## src/rtl/hload_pkg.sv

```systemverilog
package hload_pkg;
  localparam int unsigned INSN_W    = 32;
  localparam int unsigned REG_IDX_W = 5;
  localparam logic [REG_IDX_W-1:0] SP_IDX = 5'd31;

  typedef enum logic [1:0] {
    FORM_POST = 2'd0,
    FORM_PRE  = 2'd1,
    FORM_UOFF = 2'd2
  } form_e;

  typedef enum logic [1:0] {
    ST_IDLE   = 2'd0,
    ST_REQ    = 2'd1,
    ST_RSP    = 2'd2,
    ST_COMMIT = 2'd3
  } state_e;
endpackage

```

## src/rtl/hload_decode.sv

```systemverilog
module hload_decode
  import hload_pkg::*;
#(
  parameter int unsigned XLEN = 64
) (
  input  logic [INSN_W-1:0]    word,
  output logic                 legal,
  output form_e                form,
  output logic                 is32,
  output logic [REG_IDX_W-1:0] base_idx,
  output logic [REG_IDX_W-1:0] dst_idx,
  output logic [XLEN-1:0]      offset,
  output logic                 wback
);
  localparam int unsigned S9_W  = 9;
  localparam int unsigned U12_W = 12;

  logic fixed_ok, idx_ok, uoff_ok, overlap;

  always_comb begin
    fixed_ok = (word[31:30] == 2'b01) && (word[29:27] == 3'b111) &&
               !word[26] && word[23];
    // indexed forms: bit 21 clear, bits [11:10] either 01 or 11
    idx_ok   = (word[25:24] == 2'b00) && !word[21] && word[10];
    uoff_ok  = (word[25:24] == 2'b01);
    legal    = fixed_ok && (idx_ok || uoff_ok);

    if (uoff_ok)       form = FORM_UOFF;
    else if (word[11]) form = FORM_PRE;
    else               form = FORM_POST;

    is32     = word[22];
    base_idx = word[9:5];
    dst_idx  = word[4:0];

    if (uoff_ok)
      offset = {{(XLEN-U12_W-1){1'b0}}, word[21:10], 1'b0};
    else
      offset = {{(XLEN-S9_W){word[20]}}, word[20:12]};

    overlap = (word[9:5] == word[4:0]) && (word[9:5] != SP_IDX);
    wback   = !uoff_ok && !overlap;
  end
endmodule

```

## src/rtl/hload_agen.sv

```systemverilog
module hload_agen
  import hload_pkg::*;
#(
  parameter int unsigned XLEN = 64
) (
  input  logic [XLEN-1:0] base,
  input  logic [XLEN-1:0] offset,
  input  form_e           form,
  output logic [XLEN-1:0] acc_addr,
  output logic [XLEN-1:0] upd_addr
);
  logic [XLEN-1:0] sum;

  always_comb begin
    sum      = base + offset;
    acc_addr = (form == FORM_POST) ? base : sum;
    upd_addr = sum;
  end
endmodule

```

## src/rtl/hload_sext.sv

```systemverilog
module hload_sext #(
  parameter int unsigned XLEN = 64,
  parameter int unsigned HW   = 16
) (
  input  logic [HW-1:0]   data,
  input  logic            is32,
  output logic [XLEN-1:0] result
);
  localparam int unsigned NARROW = XLEN / 2;

  always_comb begin
    if (is32)
      result = {{(XLEN-NARROW){1'b0}}, {(NARROW-HW){data[HW-1]}}, data};
    else
      result = {{(XLEN-HW){data[HW-1]}}, data};
  end
endmodule

```

## src/rtl/hload_unit.sv

```systemverilog
module hload_unit
  import hload_pkg::*;
#(
  parameter int unsigned XLEN          = 64,
  parameter int unsigned HW            = 16,
  parameter int unsigned SP_ALIGN_BITS = 4
) (
  input  logic                 clk,
  input  logic                 rst_n,
  input  logic                 in_valid,
  output logic                 in_ready,
  input  logic [INSN_W-1:0]    in_word,
  output logic [REG_IDX_W-1:0] rf_raddr,
  input  logic [XLEN-1:0]      rf_rdata,
  input  logic [XLEN-1:0]      sp_rdata,
  output logic                 mem_req_valid,
  input  logic                 mem_req_ready,
  output logic [XLEN-1:0]      mem_req_addr,
  input  logic                 mem_rsp_valid,
  output logic                 mem_rsp_ready,
  input  logic [HW-1:0]        mem_rsp_data,
  output logic                 res_we,
  output logic [REG_IDX_W-1:0] res_idx,
  output logic [XLEN-1:0]      res_data,
  output logic                 base_we,
  output logic [REG_IDX_W-1:0] base_idx,
  output logic [XLEN-1:0]      base_data,
  output logic                 sp_we,
  output logic [XLEN-1:0]      sp_wdata,
  output logic                 illegal,
  output logic                 align_fault
);
  logic                 d_legal, d_is32, d_wback;
  form_e                d_form;
  logic [REG_IDX_W-1:0] d_base, d_dst;
  logic [XLEN-1:0]      d_off, base_val, acc_addr, upd_addr;
  logic                 sp_misalign;

  state_e               state;
  logic [XLEN-1:0]      addr_q, upd_q;
  logic                 is32_q, wback_q, illegal_q, fault_q;
  logic [REG_IDX_W-1:0] dst_q, base_q;
  logic [HW-1:0]        data_q;

  hload_decode #(.XLEN(XLEN)) u_dec (
    .word(in_word), .legal(d_legal), .form(d_form), .is32(d_is32),
    .base_idx(d_base), .dst_idx(d_dst), .offset(d_off), .wback(d_wback)
  );

  assign rf_raddr    = d_base;
  assign base_val    = (d_base == SP_IDX) ? sp_rdata : rf_rdata;
  assign sp_misalign = (d_base == SP_IDX) && (sp_rdata[SP_ALIGN_BITS-1:0] != '0);

  hload_agen #(.XLEN(XLEN)) u_agen (
    .base(base_val), .offset(d_off), .form(d_form),
    .acc_addr(acc_addr), .upd_addr(upd_addr)
  );

  hload_sext #(.XLEN(XLEN), .HW(HW)) u_sext (
    .data(data_q), .is32(is32_q), .result(res_data)
  );

  always_ff @(posedge clk or negedge rst_n) begin
    if (!rst_n) begin
      state     <= ST_IDLE;
      addr_q    <= '0;
      upd_q     <= '0;
      is32_q    <= 1'b0;
      wback_q   <= 1'b0;
      dst_q     <= '0;
      base_q    <= '0;
      data_q    <= '0;
      illegal_q <= 1'b0;
      fault_q   <= 1'b0;
    end else begin
      illegal_q <= 1'b0;
      fault_q   <= 1'b0;
      case (state)
        ST_IDLE: begin
          if (in_valid) begin
            if (!d_legal) begin
              illegal_q <= 1'b1;
            end else if (sp_misalign) begin
              fault_q <= 1'b1;
            end else begin
              addr_q  <= acc_addr;
              upd_q   <= upd_addr;
              is32_q  <= d_is32;
              wback_q <= d_wback;
              dst_q   <= d_dst;
              base_q  <= d_base;
              state   <= ST_REQ;
            end
          end
        end
        ST_REQ: begin
          if (mem_req_ready) state <= ST_RSP;
        end
        ST_RSP: begin
          if (mem_rsp_valid) begin
            data_q <= mem_rsp_data;
            state  <= ST_COMMIT;
          end
        end
        default: state <= ST_IDLE;
      endcase
    end
  end

  assign in_ready      = (state == ST_IDLE);
  assign mem_req_valid = (state == ST_REQ);
  assign mem_req_addr  = addr_q;
  assign mem_rsp_ready = (state == ST_RSP);
  assign res_we        = (state == ST_COMMIT) && (dst_q != SP_IDX);
  assign res_idx       = dst_q;
  assign base_we       = (state == ST_COMMIT) && wback_q && (base_q != SP_IDX);
  assign base_idx      = base_q;
  assign base_data     = upd_q;
  assign sp_we         = (state == ST_COMMIT) && wback_q && (base_q == SP_IDX);
  assign sp_wdata      = upd_q;
  assign illegal       = illegal_q;
  assign align_fault   = fault_q;
endmodule

```

## config.mk

```make
export PLATFORM = sky130hd
export DESIGN_NAME = hload_unit
export DESIGN_NICKNAME = d
export VERILOG_FILES = /design/src/rtl/hload_pkg.sv /design/src/rtl/hload_decode.sv /design/src/rtl/hload_agen.sv /design/src/rtl/hload_sext.sv /design/src/rtl/hload_unit.sv
export SDC_FILE = /design/constraint.sdc
export NUM_CORES = 1
export LEC_CHECK = 0
export BUFFER_PORTS_ARGS = -buffer_cell sky130_fd_sc_hd__buf_2
export CELL_PAD_IN_SITES_DETAIL_PLACEMENT = 2
export CELL_PAD_IN_SITES_GLOBAL_PLACEMENT = 2
export CORE_ASPECT_RATIO = 2
export CORE_MARGIN = 2
export CORE_UTILIZATION = 31
export CTS_BUF_LIST = sky130_fd_sc_hd__clkbuf_8
export DETAILED_ROUTE_END_ITERATION = 8
export GPL_TIMING_DRIVEN = 0
export HOLD_SLACK_MARGIN = 0.03
export PLACE_DENSITY_LB_ADDON = 0.3
export SYNTH_ARGS = -nofsm -noshare
export SYNTH_HDL_FRONTEND = slang
export SYNTH_SLANG_ARGS = --single-unit
export TNS_END_PERCENT = 50
```

## constraint.sdc

```tcl
create_clock -name clk -period 2.9 [get_ports clk]
set_clock_uncertainty 0.05 [all_clocks]
set_input_delay 0 -clock clk [delete_from_list [all_inputs] [get_ports clk]]
set_output_delay 0 -clock clk [all_outputs]
set_load 0.01 [all_outputs]
```

==> summary.md, run 1 <==
| Metric | Value |
|---|---|
| Initial antenna violation count | `4` |
| Clock H-tree levels | `4` |
| Critical path endpoint category | `flip-flop` |
| Crit path max-delay family | `compound AO/OA/AOI/OAI gates` |
| Avg WL per Cell | `36.82 µm` |
| Pwr/cell area | `between 500 and 600 nW/µm²` |
| Worst-Margin Slew | `about 1.5 ns` |
| Starting Density | `between 30% and 40%` |
| Top cells by count, synth | `nand2_1 (248), dfrtp_1 (160), buf_4 (116), a21oi_1 (110), o21ai_0 (102)` |
| Crit-path cells | `buf_12, and3_4, nand3_4, clkbuf_16, clkbuf_16, buf_4, mux2_4, ha_1, clkbuf_8, nand4_1, or3_4, o31ai_4, a41oi_4, o31ai_4, buf_12, a31oi_4, xor2_1, o21ai_1` |
| Largest net degree at the start of global routing | `80` |
| Mapped Area | `12450 µm²` |
| Vias in the first global route | `~18000` |
| GR Overflow Total | `0` |
| Root Buffer | `clkbuf_8` |
| Worst hold path type | `in -> reg` |
| Startpoint types | `primary input` |
| Count leader, synth | `nand2_1` |
| Vias after detailed routing | `between 15000 and 20000` |
| Clk buf depth | `2` |
| First-pass GRT wire length | `~120000 µm` |
| Sink Count | `160` |
| Ys Warns | `0` |
| Register area share after synthesis | `between 30 and 40%` |
| Routability cong. | `about 0.93` |
| Largest fanout on the critical path | `8` |
| Die area | `~42000 µm²` |
| Final net count | `roughly 2400` |
| Syn avg cell area | `~8.5 µm²` |
| GRT Util Overall | `between 40% and 50%` |
| Ports | `460` |
| EDFF count, synth | `0` |
| Chip width | `~150 µm` |
| Synthesis-to-finish area growth | `64.96%` |
| TritonCTS clock tree | `yes` |
| IO Port Bufs | `459` |
| Antenna-violating nets left | `0` |
| RSZ-0062 raised after global routing | `true` |
| Proportion of layout cells with a drive suffix above 1 | `50.34%` |
| Max Slew Vio Count | `0` |
| Area contributors post-synth | `dfrtp_1 (32%), mux2_2 (8.2%), nand2_1 (7.5%)` |
| CP peak stage delay | `around 0.57 ns` |
| Core Region | `between 30000 and 40000 µm²` |
| CP max-delay cell | `o31ai_4` |
| Setup violators final | `approximately 130` |
| Final worst path period share | `129.9%` |
| Initial DRC Count | `around 1200` |
| Worst Path Buf+Inv | `6` |
| Drt drc | `0` |
| Status | `finished, violations left` |
| Critical Path AT | `4.20 ns` |
| Cts bufs inserted | `17` |
| Async set-reset flop share out of synthesis | `100.0%` |
| Fin. Hold Viols | `0` |
| Clk slew on worst S/H paths | `around 0.12 ns` |
| Post-Syn Instances | `between 1000 and 1500` |
| Placement Rows | `roughly 100` |
| Die H | `287.5 µm` |
| Peak VDD IR | `0.3390 mV` |
| Final setup margin | `-0.8674 ns` |
| Commonest register cell after synthesis | `dfrtp_1` |
| Hold Worst Slack | `between 0.06 and 0.07 ns` |
| Pre-antenna DRT Iters | `5` |
| Routed WL | `around 100000 µm` |
| Synth top area share | `32.15%` |
| Max Clock Freq | `between 200 and 300 MHz` |
| Post-Syn Nets | `about 1700` |
| Post-DP HPWL | `roughly 53000 µm` |
| Yosys top cell by area | `dfrtp_1` |
| Final Power | `about 10000 µW` |
| Vias per inst | `around 6.1` |
| CP Class | `in -> reg` |
| # Max-Cap Violations | `0` |
| Synth Register Bits | `160` |
| Clock Latency Late Sink | `0.58 ns` |
| Failing checks | `negative setup slack` |
| Leak | `a little over 0.01 µW` |
| WP data required | `about 3.3 ns` |
| Min Tclk post-route | `~3.8 ns` |
| Library cells used by synthesis | `70` |
| Max-Slew Margin vs Limit | `1.118%` |
==> cells by family after synthesis <==
group                      Yosys count  share of synthesized area, %
buffers and inverters              225                         10.32
and+or+nand+nor                    425                         14.95
xor gates and xnor gates            68                         4.782
muxes                              105                         9.353
AOI/OAI and AO/OA                  410                         20.96
DFF                                160                         32.15
adders and majority gates           74                         7.495
==> layout by cell type (no fill, tap or decap), types with 18 or more instances in the layout <==
cell type / count
o211ai_1: 18
buf_2: 457
mux2_2: 82
o21a_1: 33
nor2_1: 50
a21o_1: 37
buf_6: 24
o21ai_0: 58
dfrtp_1: 160
inv_1: 24
clkbuf_8: 27
a21oi_2: 33
buf_4: 211
clkbuf_1: 36
nand4_1: 30
nand2_1: 231
o21ai_2: 22
ha_4: 24
a21oi_1: 69
ha_1: 39
dlygate4sd3_1: 127
o21ai_1: 41
==> sequential cells by signal, indices dropped and copies added, names as in the netlist <==
| name | count |
|---|---|
| base_data | 64 |
| mem_req_addr | 64 |
| data_q | 16 |
| base_idx | 5 |
| res_idx | 5 |
| state | 2 |
| align_fault | 1 |
| illegal | 1 |
| is32_q | 1 |
| wback_q | 1 |
==> through the flow <==
stage          utilization, %  setup WS [ns]  std cells  cell area (µm²)  TNS [ns]
6_report                51.93        -0.8674       2736            20540    -60.93
5_1_grt                 51.92        -0.8686       2735            20540    -57.77
4_1_cts                 49.28        -0.4405       2691            19500    -15.14
3_3_place_gp            40.05         -1.471       2451            15850   -239.27
3_5_place_dp            40.19         -1.576       2453            15900   -120.11
2_1_floorplan               -        -0.2916       1467            12890    -5.961
==> final timing paths <==
| path | from | to | slack, ns | cells past startpoint |
|---|---|---|---|---|
| worst max-delay path | in_word[5] | base_data[58] | -0.87 | 18 |
| min in group asynchronous | rst_n | base_data[50] | 0.43 | 3 |
| max in group asynchronous | rst_n | base_data[16] | 1.52 | 4 |
| worst min-delay path | in_word[8] | wback_q | 0.06 | 5 |
| worst max register to register | state[1] | mem_req_addr[48] | -0.66 | 7 |
| worst min register to register | mem_req_addr[30] | mem_req_addr[30] | 0.45 | 1 |
==> power breakdown <==
| group | total [µW] | switching, µW | internal (µW) |
|---|---|---|---|
| Clock | 1940 | 1270 | 666 |
| Sequential | 2670 | 234 | 2430 |
| Combinational | 5810 | 3270 | 2540 |
| Total | 10400 | 4770 | 5640 |
==> worst min-delay path, stage by stage <==
cell and delay, ns:
buf_2 0.15, xnor2_1 0.09, nand4_1 0.09, nor3_1 0.07, o31ai_1 0.24
==> final cells by class <==
class | instances | area (µm²)
tap | 525 | 656.9
antenna | 4 | 10.01
sequential | 160 | 4004
buffer | 189 | 1451
fill | 4141 | 19020
multi-input combinational | 1082 | 9022
timing repair buffer | 719 | 4881
inverter | 25 | 93.84
clock buffer | 17 | 234.0
clock inverter | 15 | 191.4
==> what timing repair did <==
action | in CTS | in global routing
hold endpoints to repair | 254 | 0
buffers inserted | 88 | 49
gates cloned | 4 | 0
pin swaps | 79 | 85
gates resized for setup | 225 | 162
hold buffers | 128 | 0
endpoints found under the setup margin | 116 | 114
==> per-layer routing <==
layer	up-vias	wire length (µm)	part of all wire, %	GRT usage, %
met5	-	9	0.0089	0
met4	2	12440	12	33.28
met3	656	7340	7.3	7.528
met2	1356	49470	49	74.88
met1	8262	31490	31	37.47
li1	6492	-	-	-
No activity file was read; power rests on OpenSTA's default activity.
==> inputs of run 2 (changes only) <==
SETUP_SLACK_MARGIN = 0.1   (was not set)
==> run 2 against run 1 <==
The run still ends with negative setup slack left. Count of clock-buffer cells in the layout up 2. Critical endpoint is now mem_req_addr[60]. Via count down 5.9%. Maximum frequency increased by 2.7%. Combinational power decreased by 8.1%. Die area stayed put. Largest cell class unchanged. Cell count is 0.99% lower. Sequential share of layout area is 0.43 points higher. Sequential power is essentially flat. Largest power group unchanged. Utilization decreased by 1.1 points. Total power fell by 2.9%.
==> summary.md, run 2 (synthesis gave the netlist of run 1 again) <==
| Metric | Value |
|---|---|
| Final Power | `10120 µW (was 10420 µW)` |
| Routed WL | `90860 µm (was 100800 µm)` |
| Crit path max-delay family | `compound AO/OA/AOI/OAI gates (unchanged)` |
| Worst-Margin Slew | `1.286 ns (was 1.483 ns)` |
| Startpoint types | `primary input (unchanged)` |
| Largest fanout on the critical path | `4 (was 8)` |
| Setup violators final | `117 (was 131)` |
| Crit-path cells | `buf_8, and3_4, nand3_4, buf_4, clkbuf_8, buf_4, mux2_4, ha_1, a21o_1, a31oi_1, o31ai_2, a31oi_4, o32ai_4, buf_12, o21ai_4, nor3_4, a211oi_2, buf_4, mux2i_1, nand2_1 (was buf_12, and3_4, nand3_4, clkbuf_16, clkbuf_16, buf_4, mux2_4, ha_1, clkbuf_8, nand4_1, or3_4, o31ai_4, a41oi_4, o31ai_4, buf_12, a31oi_4, xor2_1, o21ai_1)` |
| CP peak stage delay | `0.45 ns (was 0.57 ns)` |
| CP max-delay cell | `a31oi_1 (was o31ai_4)` |
| Root Buffer | `clkbuf_8 (unchanged)` |
| Clk pwr share | `21.1% (was 18.6%)` |
| Clk slew on worst S/H paths | `0.12 ns (about the same)` |
| Clock Latency Late Sink | `0.54 ns (was 0.58 ns)` |
| Status | `finished, violations left (unchanged)` |
| CP most frequent cell | `buf_4` |
| RSZ-0062 raised after global routing | `true (unchanged)` |
| Pwr/cell area | `503.5 nW/µm² (was 507.0 nW/µm²)` |
| Max-Slew Margin vs Limit | `14.29% (was 1.118%)` |
| Initial antenna violation count | `4 (unchanged)` |
| Pre-antenna DRT Iters | `5 (unchanged)` |
| Ports | `460 (unchanged)` |
| Worst Path Buf+Inv | `6 (unchanged)` |
| Cts bufs inserted | `17 (unchanged)` |
| Proportion of layout cells with a drive suffix above 1 | `49.31% (was 50.34%)` |
| IO Port Bufs | `459 (unchanged)` |
| First-pass GRT wire length | `118700 µm (was 124400 µm)` |
| Clk buf depth | `2 (unchanged)` |
| Avg WL per Cell | `33.54 µm (was 36.82 µm)` |
| Routability cong. | `0.9229 (was 0.9294)` |
| Sw frac | `43.08% (was 45.83%)` |
| GR Overflow Total | `0 (unchanged)` |
| Die area | `41890 µm² (unchanged)` |
| Combinational power share | `52.7% (was 55.8%)` |
| DP Area | `15970 µm² (was 15900 µm²)` |
| Final setup margin | `-0.7700 ns (was -0.8674 ns)` |
| Max Slew Vio Count | `0 (unchanged)` |
| Final TNS setup | `-40.39 ns (was -60.93 ns)` |
| Final worst path period share | `126.6% (was 129.9%)` |
| Synthesis-to-finish area growth | `61.36% (was 64.96%)` |
| TritonCTS clock tree | `yes (unchanged)` |
| Commonest cells after routing, fill and taps aside | `buf_2 (460), nand2_1 (234), buf_4 (211) (was buf_2 (457), nand2_1 (231), buf_4 (211))` |
| Worst hold path type | `in -> reg (unchanged)` |
| Vias in the first global route | `17543 (was 18126)` |
| Fillers | `4217 (was 4141)` |
| Failing checks | `negative setup slack (unchanged)` |
| # Max-Cap Violations | `0 (unchanged)` |
| Drt drc | `0 (unchanged)` |
| Critical Path AT | `4.04 ns (was 4.20 ns)` |
| Starting Density | `31.48% (unchanged)` |
| Clock H-tree levels | `4 (unchanged)` |
| GRT Util Overall | `38.34% (was 40.12%)` |
| Antenna-violating nets left | `0 (unchanged)` |
| Largest net degree at the start of global routing | `100 (was 80)` |
| Vias after detailed routing | `15780 (was 16768)` |
| WP data required | `3.27 ns (was 3.33 ns)` |
| Min Tclk post-route | `3.670 ns (was 3.767 ns)` |
| Commonest non-fill, non-tap cell in the layout | `buf_2 (unchanged)` |
| Fin. Hold Viols | `0 (unchanged)` |
| Vias per inst | `5.825 (was 6.129)` |
| Fin area | `20100 µm² (was 20540 µm²)` |
| Die H | `287.5 µm (unchanged)` |
| Core Region | `39560 µm² (unchanged)` |
| Post-DP HPWL | `54740 µm (was 52780 µm)` |
| Sink Count | `160 (unchanged)` |
| Initial DRC Count | `872 (was 1246)` |
| Peak VDD IR | `0.3396 mV (was 0.3390 mV)` |
| Internal power | `5759 µW (was 5642 µW)` |
| Placement Rows | `103 (unchanged)` |
| Critical path endpoint category | `flip-flop (unchanged)` |
| Chip width | `145.7 µm (unchanged)` |
| Final net count | `2422 (was 2449)` |
| Max Clock Freq | `272.5 MHz (was 265.4 MHz)` |
| Sw power | `4359 µW (was 4773 µW)` |
| Leak | `0.01026 µW (was 0.01033 µW)` |
| Flop pwr share | `26.1% (was 25.6%)` |
| CP Class | `in -> reg (unchanged)` |
-- run 2: layout make-up --
cell class / instances / area, µm² / share of cell area, %
clock inverter: 13 / 187.7 / 0.9339
tap: 525 / 656.9 / 3.269
sequential: 160 / 4004 / 19.92
timing repair buffer: 685 / 4511 / 22.44
clock buffer: 19 / 261.5 / 1.301
multi-input combinational: 1082 / 8870 / 44.14
inverter: 25 / 93.84 / 0.4669
antenna: 4 / 10.01 / 0.04981
buffer: 196 / 1503 / 7.477
-- run 2: metal layers --
layer	wire (µm)	vias to the layer above	track usage [%]
met2	47370	954	73.20
met3	5377	464	7.353
li1	-	6448	-
met5	0	-	0
met4	9938	0	31.35
met1	28170	7914	34.53
-- run 2: worst min-delay path, stage by stage --
cell and delay, ns:
buf_2 0.08, mux2_4 0.19, nand2_1 0.07, o211ai_1 0.10
o21a_1 0.15
-- run 2: path summary, 6_finish.rpt --
| check | to | cells past startpoint | slack, ns | startpoint |
|---|---|---|---|---|
| worst max-delay path | mem_req_addr[60] | 20 | -0.77 | in_word[7] |
| worst min-delay path | mem_req_addr[7] | 5 | 0.01 | rf_rdata[7] |
| worst max register to register | mem_req_addr[47] | 7 | -0.24 | state[1] |
| worst min register to register | mem_req_addr[26] | 1 | 0.45 | mem_req_addr[26] |
| max in group asynchronous | base_data[51] | 4 | 1.67 | rst_n |
| min in group asynchronous | mem_req_addr[29] | 4 | 0.50 | rst_n |
-- run 2: repair_timing --
item                                    in CTS  in global routing
hold buffers                               108                  0
hold endpoints to repair                   251                  0
gates resized for setup                    217                120
pin swaps                                   79                 46
setup buffers                               78                 33
endpoints found under the setup margin     122                123
gates cloned                                 5                  1
-- run 2: stage by stage --
stage	hold slack, ns	setup WS (ns)	utilization (%)	cells
CTS	0.04114	-0.4597	48.78	2672
detailed placement	-0.07743	-1.689	40.37	2453
floorplan	-0.3456	-0.2916	-	1467
global placement	0.1544	-1.601	40.23	2451
finish	0.01201	-0.7700	50.80	2709
global route	0.04834	-0.8812	50.79	2708
-- run 2: power groups by stage --
stage                     Clock [µW]  Sequential [µW]  Combinational, µW
after CTS                       2070             2600               4650
after detailed placement           0             2640               4000
final                           2140             2640               5340
after global routing            2200             2660               5540
after floorplan                    0             2700               2350
after global placement             0             2610               3830
